[src/rtl/llsc_pkg.sv]
package llsc_pkg;
   typedef enum logic [2:0] {
      OP_IDLE  = 3'd0,
      OP_LOAD  = 3'd1,
      OP_STORE = 3'd2,
      OP_LL    = 3'd3,
      OP_SC    = 3'd4
   } req_op_e;

   typedef enum logic [1:0] {
      SN_EVICT     = 2'd0,
      SN_DOWNGRADE = 2'd1,
      SN_FLUSH     = 2'd2,
      SN_INVAL     = 2'd3
   } snoop_kind_e;
endpackage

[src/rtl/llsc_line_map.sv]
module llsc_line_map #(
   parameter int ADDR_W     = 32,
   parameter int LINE_BYTES = 64,
   parameter int LINE_W     = ADDR_W - $clog2(LINE_BYTES)
) (
   input  logic [ADDR_W-1:0] addr_i,
   output logic [LINE_W-1:0] line_o
);
   localparam int OFS_W = $clog2(LINE_BYTES);

   generate
      if (LINE_BYTES < 1 || (LINE_BYTES & (LINE_BYTES - 1)) != 0)
         $error("LINE_BYTES must be a power of two");
      if (LINE_W != ADDR_W - OFS_W)
         $error("LINE_W inconsistent with ADDR_W and LINE_BYTES");

      if (OFS_W == 0) begin : g_byte_lines
         assign line_o = addr_i;
      end else begin : g_wide_lines
         logic unused_ofs;
         assign unused_ofs = ^addr_i[OFS_W-1:0];
         assign line_o     = addr_i[ADDR_W-1:OFS_W];
      end
   endgenerate
endmodule

[src/rtl/llsc_resv_slot.sv]
module llsc_resv_slot #(
   parameter int LINE_W         = 26,
   parameter int TIMEOUT_CYCLES = 16,
   parameter int CNT_W          = $clog2(TIMEOUT_CYCLES + 1)
) (
   input  logic              clk,
   input  logic              rst_n,
   input  logic              set_i,
   input  logic [LINE_W-1:0] set_line_i,
   input  logic              kill_i,
   output logic              valid_o,
   output logic [LINE_W-1:0] line_o,
   output logic              open_o
);
   logic [CNT_W-1:0] win_q;

   generate
      if (TIMEOUT_CYCLES < 1)
         $error("TIMEOUT_CYCLES must be at least 1");
   endgenerate

   always_ff @(posedge clk) begin
      if (!rst_n) begin
         valid_o <= 1'b0;
         line_o  <= '0;
         win_q   <= '0;
      end else if (set_i) begin
         valid_o <= 1'b1;
         line_o  <= set_line_i;
         win_q   <= CNT_W'(TIMEOUT_CYCLES);
      end else if (kill_i) begin
         valid_o <= 1'b0;
         win_q   <= '0;
      end else if (win_q != '0) begin
         win_q   <= win_q - 1'b1;
      end
   end

   assign open_o = valid_o && (win_q != '0);
endmodule

[src/rtl/llsc_monitor.sv]
module llsc_monitor #(
   parameter int NUM_THREADS    = 4,
   parameter int ADDR_W         = 32,
   parameter int LINE_BYTES     = 64,
   parameter int TIMEOUT_CYCLES = 16,
   parameter int TID_W          = (NUM_THREADS > 1) ? $clog2(NUM_THREADS) : 1
) (
   input  logic                   clk,
   input  logic                   rst_n,
   input  logic                   req_valid,
   input  logic [2:0]             req_op,
   input  logic [ADDR_W-1:0]      req_addr,
   input  logic [TID_W-1:0]       req_tid,
   input  logic                   snp_valid,
   input  logic [1:0]             snp_kind,
   input  logic [ADDR_W-1:0]      snp_addr,
   output logic                   req_stall,
   output logic                   wr_commit,
   output logic                   sc_valid,
   output logic                   sc_pass,
   output logic                   snp_flush_fail,
   output logic [NUM_THREADS-1:0] lock_open
);
   import llsc_pkg::*;

   localparam int LINE_W = ADDR_W - $clog2(LINE_BYTES);

   generate
      if (NUM_THREADS < 1)
         $error("NUM_THREADS must be at least 1");
      if (ADDR_W <= $clog2(LINE_BYTES))
         $error("ADDR_W too small for LINE_BYTES");
   endgenerate

   logic [LINE_W-1:0]      req_line, snp_line;
   logic [NUM_THREADS-1:0] slot_valid, own, hit, snp_hit, set_v, kill_v;
   logic [LINE_W-1:0]      slot_line [NUM_THREADS];
   logic                   is_plain, is_store, is_ll, is_sc;
   logic                   write_any, snp_kill;

   llsc_line_map #(.ADDR_W(ADDR_W), .LINE_BYTES(LINE_BYTES), .LINE_W(LINE_W))
      u_req_map (.addr_i(req_addr), .line_o(req_line));
   llsc_line_map #(.ADDR_W(ADDR_W), .LINE_BYTES(LINE_BYTES), .LINE_W(LINE_W))
      u_snp_map (.addr_i(snp_addr), .line_o(snp_line));

   assign is_store = req_valid && (req_op == OP_STORE);
   assign is_plain = req_valid && ((req_op == OP_LOAD) || (req_op == OP_STORE));
   assign is_ll    = req_valid && (req_op == OP_LL);
   assign is_sc    = req_valid && (req_op == OP_SC);

   genvar t;
   generate
      for (t = 0; t < NUM_THREADS; t++) begin : g_thr
         assign own[t]     = (req_tid == TID_W'(t));
         assign hit[t]     = slot_valid[t] && (slot_line[t] == req_line);
         assign snp_hit[t] = slot_valid[t] && (slot_line[t] == snp_line);
         assign set_v[t]   = is_ll && own[t];
         assign kill_v[t]  = (hit[t] && write_any)
                          || (hit[t] && is_ll && !own[t])
                          || (is_sc && own[t])
                          || (snp_hit[t] && snp_kill);

         llsc_resv_slot #(.LINE_W(LINE_W), .TIMEOUT_CYCLES(TIMEOUT_CYCLES))
            u_slot (
               .clk       (clk),
               .rst_n     (rst_n),
               .set_i     (set_v[t]),
               .set_line_i(req_line),
               .kill_i    (kill_v[t]),
               .valid_o   (slot_valid[t]),
               .line_o    (slot_line[t]),
               .open_o    (lock_open[t])
            );
      end
   endgenerate

   assign req_stall      = is_plain && |(lock_open & hit & ~own);
   assign sc_valid       = is_sc;
   assign sc_pass        = is_sc && |(hit & own);
   assign write_any      = (is_store && !req_stall) || sc_pass;
   assign wr_commit      = write_any;
   assign snp_flush_fail = snp_valid && (snp_kind == SN_FLUSH) && |(lock_open & snp_hit);
   assign snp_kill       = snp_valid && !snp_flush_fail;
endmodule

[config.mk]
export PLATFORM = sky130hd
export DESIGN_NAME = llsc_monitor
export DESIGN_NICKNAME = d
export VERILOG_FILES = /design/src/rtl/llsc_pkg.sv /design/src/rtl/llsc_line_map.sv /design/src/rtl/llsc_resv_slot.sv /design/src/rtl/llsc_monitor.sv
export SDC_FILE = /design/constraint.sdc
export NUM_CORES = 1
export LEC_CHECK = 0
export ABC_AREA = 1
export BUFFER_PORTS_ARGS = -buffer_cell sky130_fd_sc_hd__buf_2
export CORE_MARGIN = 3
export CORE_UTILIZATION = 50
export DETAILED_ROUTE_END_ITERATION = 7
export HOLD_SLACK_MARGIN = 0.12
export MAX_ROUTING_LAYER = met4
export PLACE_DENSITY = 0.72
export SKIP_LAST_GASP = 1
export SLEW_MARGIN = 15
export SYNTH_ARGS = -nofsm -noshare
export SYNTH_HDL_FRONTEND = slang
export SYNTH_SLANG_ARGS = --single-unit
[constraint.sdc]
create_clock -name clk -period 3.7 [get_ports clk]
set_clock_uncertainty 0.2 [all_clocks]
set_input_delay 0.185 -clock clk [delete_from_list [all_inputs] [get_ports clk]]
set_output_delay 0.185 -clock clk [all_outputs]
set_load 0.02 [all_outputs]
## Yosys cells after proc, flatten, opt, wreduce, memory -nomap -nowiden

Index checks and enable logic that the tools add are counted.
Widths: inputs -> output; s select.

- Register bits after elaboration: 128
- Bits of input ports: 75
- Word-level logic and storage cells: 148

- Add/sub/neg operators: 4
- Equal/unequal tests: 16
- Muxes and demuxes: 20
- Bitwise gates (word level): 6
- Reduce and logical (&&, ||, !) cells: 86

Operator list:

| operator | count |
|---|---|
| $eq 26x26->1 | 8 |
| $mux 5 | 12 |
| $logic_and 1x1->1 | 46 |
| $reduce_bool 5->1 | 4 |
| $sub 5x1->5 const B | 4 |
| $and 4x4->4 | 4 |
| $logic_or 1x1->1 | 14 |
| $reduce_bool 3->1 | 4 |
| $reduce_or 3->1 | 4 |
| $reduce_or 4->1 | 3 |
| $mux 1 | 8 |
| $reduce_bool 2->1 | 4 |
| $eq 2x2->1 const B | 3 |
| $eq 3x2->1 const B | 2 |
| $logic_not 1->1 | 6 |
| $not 4->4 | 1 |
| $eq 3x1->1 const B | 1 |
| $eq 3x3->1 const B | 1 |
| $eq 2x1->1 const B | 1 |
| $logic_not 2->1 | 1 |
| $not 1->1 | 1 |

## Depth between registers and ports, before layout

- Word-level depth: 15
- Gate-level depth with buffers: 17

## Modules after synthesis

From an unflattened synthesis, not the netlist that was laid out.

- Cells, all modules: 1588
- Area total of the unflattened synthesis: 9459.1 um^2

By module, submodules not included:

| module | times used | cells each | area each (um^2) | seq. area each (um^2) |
|---|---|---|---|---|
| llsc_resv_slot | 4 | 150 | 1193.6 | 640.6 |
| llsc_monitor | 1 | 936 | 4294.1 | 0.0 |
| llsc_line_map | 2 | 26 | 195.2 | 0.0 |

## Worst setup path after synthesis

Ideal clock, no wire load.

- Path type: reg2out
- Start point: register g_thr[2].u_slot.win_q[0]
- End point: output port req_stall
- Arrival: 1883 ps
- Required time: 3315 ps
- Path slack: 1432 ps
- Cell stages (with the launch flop): 14
- Cells stage by stage: dfxtp_1 > inv_1 > ha_1 > inv_1 > nor2_1 > nand2_1 > inv_1 > nor2_1 > nand2_1 > inv_1 > nand2_1 > nand2_1 > nor2_2 > nor4_1

- Word-level cells in the longest chain between the ends: 6

RTL lines:

| item | RTL line | text |
|---|---|---|
| start, declared | llsc_resv_slot.sv:15 | `logic [CNT_W-1:0] win_q;` |
| start signal, assigned | llsc_resv_slot.sv:30 | `win_q <= CNT_W'(TIMEOUT_CYCLES);` |
| start signal, assigned | llsc_resv_slot.sv:35 | `win_q <= win_q - 1'b1;` |
| $reduce_bool 5->1 | llsc_resv_slot.sv:39 | `assign open_o = valid_o && (win_q != '0);` |
| $logic_and 1x1->1 | llsc_resv_slot.sv:39 |  |
| named net g_thr[2].u_slot.open_o | llsc_resv_slot.sv:13 | `output logic open_o` |
| $and 4x4->4 (2 in series) | llsc_monitor.sv:77 | `assign req_stall = is_plain && \|(lock_open & hit & ~own);` |
| $reduce_or 4->1 | llsc_monitor.sv:77 |  |
| $logic_and 1x1->1 | llsc_monitor.sv:77 |  |
| end, declared | llsc_monitor.sv:17 | `output logic req_stall,` |

The timed path passes the listed nets, and every way through them passes these cells.

## Worst setup path after layout

- Start point: input port req_addr[21]
- End point: output port req_stall

- Word-level cells in the longest chain between the ends: 6
- Elaborated cells between the ends (all ways): 12
- Those cells by class: 4 x eq/ne; 2 x bitwise; 6 x reduce/logical

RTL lines:

| item | RTL line | text |
|---|---|---|
| start, declared | llsc_monitor.sv:12 | `input logic [ADDR_W-1:0] req_addr,` |
| $eq 26x26->1 | llsc_monitor.sv:55 | `assign hit[t] = slot_valid[t] && (slot_line[t] == req_line);` |
| $logic_and 1x1->1 | llsc_monitor.sv:55 |  |
| $and 4x4->4 (*) (2 in series) | llsc_monitor.sv:77 |  |
| $reduce_or 4->1 (*) | llsc_monitor.sv:77 |  |
| $logic_and 1x1->1 (*) | llsc_monitor.sv:77 |  |

Every way passes the cells marked *; elsewhere a longest branch is shown, timed or not.

==> results_tabular.tex <==
\begin{tabular}{lr}
\hline
Metric & Value \\
\hline
\multicolumn{2}{l}{\textbf{Status}} \\
\quad Status & finished, final reports clean \\
\multicolumn{2}{l}{\textbf{STA}} \\
\quad Worst-margin pin slew & 0.752 ns \\
\quad Count of final max-slew check failures & 0 \\
\quad Fin Setup TNS & 0 ns \\
\quad Slew Limit Headroom & 49.8\% \\
\quad Fmax & 342 MHz \\
\quad Shortest clock period the worst path allows after layout & 2.93 ns \\
\quad Unrepaired setup endpoints after global routing & false \\
\quad Final Setup Violations & 0 \\
\quad Smallest setup slack after layout & 0.772 ns \\
\quad Final-report hold violation count & 0 \\
\quad Final period utilization & 79.1\% \\
\multicolumn{2}{l}{\textbf{Power and ir drop}} \\
\quad Relative contribution of sequential cells to total power & 36.7\% \\
\quad Logic pwr share & 23.4\% \\
\quad Standby leakage power & 4.37 nW \\
\quad Net switching power of the design & 1.36 mW \\
\quad Maximum vdd ir drop & 0.412 mV \\
\quad Internal power of the cells & 2.97 mW \\
\quad Switching Share & 31.5\% \\
\quad Clock power frac & 39.9\% \\
\quad P per Cell Area & 450 nW/um2 \\
\multicolumn{2}{l}{\textbf{Setup path}} \\
\quad Number of gates on the worst path with buffers counted & 13 \\
\quad Crit path buffers/inverters & 4 \\
\quad Worst-case reg-to-reg path depth & 14 \\
\quad Critical path class & input port to output pin \\
\quad Element type at the critical path start & input port \\
\quad Sort of element at the end of the critical path & output pin \\
\quad Slowest cell on the critical path & dlygate4sd3\_1 \\
\quad Chain of cells forming the critical path & dlygate4sd3\_1 -> buf\_2 -> inv\_2 -> nand2\_1 -> nand2\_1 -> nor3\_1 -> nand2\_1 -> nor2\_1 -> nand3\_1 -> nand2\_1 -> nor2\_2 -> nor4\_1 -> buf\_2 \\
\quad Maximum fanout encountered on the critical timing path & 7 \\
\quad Largest delay contributor family on the critical path & simple AND/OR/NAND/NOR gates \\
\quad Longest individual stage delay on the worst path & 0.54 ns \\
\quad Signal arrival time at the worst endpoint & 2.54 ns \\
\quad WP data required & 3.31 ns \\
\quad Most numerous cell on the critical path & nand2\_1 \\
\multicolumn{2}{l}{\textbf{Min path}} \\
\quad Type of the worst min-delay path & input port to flop \\
\quad Cells on Worst Hold Path & 7 \\
\multicolumn{2}{l}{\textbf{Synthesis}} \\
\quad Net Count, Synth & 1436 \\
\quad Post-synth top area share & 31.1\% \\
\quad Number of synthesized register bits & 128 \\
\quad Share of flip-flops with an asynchronous set or reset & 0\% \\
\quad Number of distinct library cells after synthesis & 30 \\
\quad Post-Synthesis Mean Instance Area & 6.08 um2 \\
\quad Area leader, netlist & dfxtp\_1 \\
\quad Synth Warn \# & 0 \\
\quad Cell types with the largest area share after synthesis & dfxtp\_1 (31\%), nand2\_1 (19\%), o21ai\_0 (8.3\%) \\
\quad EDFF count, synth & 0 \\
\quad Top\_reg\_cell synth & dfxtp\_1 \\
\quad Top cell types by occurrence after synthesis & nand2\_1 (415), inv\_1 (167), o21ai\_0 (136) \\
\quad Share of the yosys chip area belonging to registers & 31.1\% \\
\quad Cell with the most instances after synthesis & nand2\_1 \\
\quad Number of cells produced by synthesis & 1353 \\
\quad Synthesized area & 8230 um2 \\
\multicolumn{2}{l}{\textbf{Global routing}} \\
\quad Pin count of the biggest net entering global routing & 54 \\
\quad Residual overflow from global routing & 0 \\
\quad Global-route wire length before repair & 43.6 mm \\
\quad Number of global-route vias before repair & 7853 \\
\quad Global-route usage over all layers & 32.7\% \\
\quad Initial antenna violation count & 0 \\
\multicolumn{2}{l}{\textbf{Layout}} \\
\quad Post-synthesis to final-layout area growth & 17.0\% \\
\quad FILL cells & 1624 \\
\quad Ant. Diodes & 0 \\
\quad Area used by multi-input combinational logic & 4760 um2 \\
\quad Share of final-layout standard cells stronger than drive strength 1 & 11.1\% \\
\quad Register area & 2560 um2 \\
\quad \# nets final & 1515 \\
\quad Layout Utilization & 60.2\% \\
\multicolumn{2}{l}{\textbf{Die}} \\
\quad Core box area & 16000 um2 \\
\quad Die Span Y & 134 um \\
\quad Die outline width & 134 um \\
\quad Effective utilization at floorplan & 51.4\% \\
\quad Number of primary I/O pins & 84 \\
\quad Row count & 46 \\
\quad Die area & 18000 um2 \\
\multicolumn{2}{l}{\textbf{Detailed routing}} \\
\quad Vias/cell & 5.36 \\
\quad Drc violations & 0 \\
\quad Drt initial violations & 959 \\
\quad First drt pass iteration count & 6 \\
\quad Vias & 8899 \\
\quad Final routed wirelength across all metal layers & 28.7 mm \\
\quad Antenna viol nets, final & 0 \\
\quad Routed len/inst & 17.3 um \\
\multicolumn{2}{l}{\textbf{Place}} \\
\quad Final Wtd Congestion & 1.08 \\
\quad Placed wire-length estimate after detailed placement & 22.0 mm \\
\quad Worst setup slack after placement & 1.23 ns \\
\quad Number of I/O port buffers & 71 \\
\multicolumn{2}{l}{\textbf{Clock tree}} \\
\quad CTS Root Buffer Type & clkbuf\_16 \\
\quad Setup repair bufs after CTS & 0 \\
\quad Hold-fix buffers, CTS & 30 \\
\quad Maximum clock path buffer count & 2 \\
\quad Sinks on the clock net & 128 \\
\quad CTS clock-pin slew for the worst setup and hold paths & 0.06 ns \\
\quad Cts repair resizes & 0 \\
\quad Deepest level of the CTS H-tree & 4 \\
\quad Insertion delay to the later sink of the worst-skew pair & 0.42 ns \\
\quad TritonCTS clock tree & built \\
\quad Number of buffers created by CTS & 17 \\
\multicolumn{2}{l}{\textbf{Run}} \\
\quad Max capacitance violation total & 0 \\
\hline
\end{tabular}
-- power by group through the flow --
stage / clock (mW) / sequential, mW / combinational (mW)
floorplan: 0 / 1.60 / 0.738
global placement: 0 / 1.61 / 0.950
detailed placement: 0 / 1.61 / 0.976
CTS: 1.74 / 1.59 / 1.01
global route: 1.81 / 1.60 / 1.16
finish: 1.73 / 1.59 / 1.01
-- layout by cell type (no fill, tap or decap), types with 17 or more instances in the layout --
master and instances:
xnor2_1 66, buf_2 71, nor2_1 128, inv_1 167, xor2_1 18, nand3_1 36
inv_2 26, a21oi_1 102, nand4_1 25, o21ai_0 136, nand2_1 415, dlygate4sd3_1 30
dfxtp_1 128, clkbuf_16 17
-- routing by layer --
| metal | track usage, % | vias to the layer above | part of all wire [%] |
|---|---|---|---|
| met5 | - | - | 0 |
| met4 | 10.0 | 0 | 2.9 |
| met3 | 8.59 | 56 | 10 |
| met2 | 46.8 | 452 | 42 |
| met1 | 45.1 | 4005 | 44 |
| li1 | - | 4386 | - |
-- worst paths after layout --
path | from | to | slack (ns)
min | req_op[0] | g_thr[2].u_slot.win_q[4] | 0.16
max | req_addr[21] | req_stall | 0.77
max reg2reg | g_thr[2].u_slot.line_o[13] | g_thr[2].u_slot.win_q[3] | 1.24
min reg2reg | g_thr[2].u_slot.valid_o | g_thr[2].u_slot.valid_o | 0.27
-- flip-flops by register name, indices dropped and copies added, names as in the netlist --
register,count
g_thr.u_slot.line_o,104
g_thr.u_slot.win_q,20
g_thr.u_slot.valid_o,4
-- tightest hold or removal path: stages --
cell     delay (ns)
buf_2          0.10
nor3b_1        0.07
nand2_4        0.09
nand3_1        0.09
nand2_2        0.09
nand3_1        0.07
nand2_1        0.05
-- metrics by stage --
step                cells  power, mW  instance area (um2)  hold slack, ns
CTS                  1660       4.34                 9630           0.142
detailed placement   1599       2.59                 8720           0.263
floorplan            1353       2.33                 8230           0.151
finish               1660       4.33                 9630           0.159
global placement     1599       2.56                 8720           0.253
global route         1660       4.57                 9630           0.201
-- area by class of cell --
class / count / area share [%]
inverter: 193 / 7.53
tap: 216 / 2.81
timing repair buffer: 107 / 7.28
clock buffer: 18 / 4.56
multi-input combinational: 985 / 49.5
clock inverter: 13 / 1.72
sequential: 128 / 26.6
-- logic make-up after synthesis --
family | share of synthesized area (%)
adder cells (fa/ha/maj) | 1.22
flip-flops | 31.1
buffers and inverters | 11.3
AO/OA/AOI/OAI | 15.2
AND/OR/NAND/NOR | 32.1
XOR/XNOR | 8.94
Power figures use the tool's default switching activity.
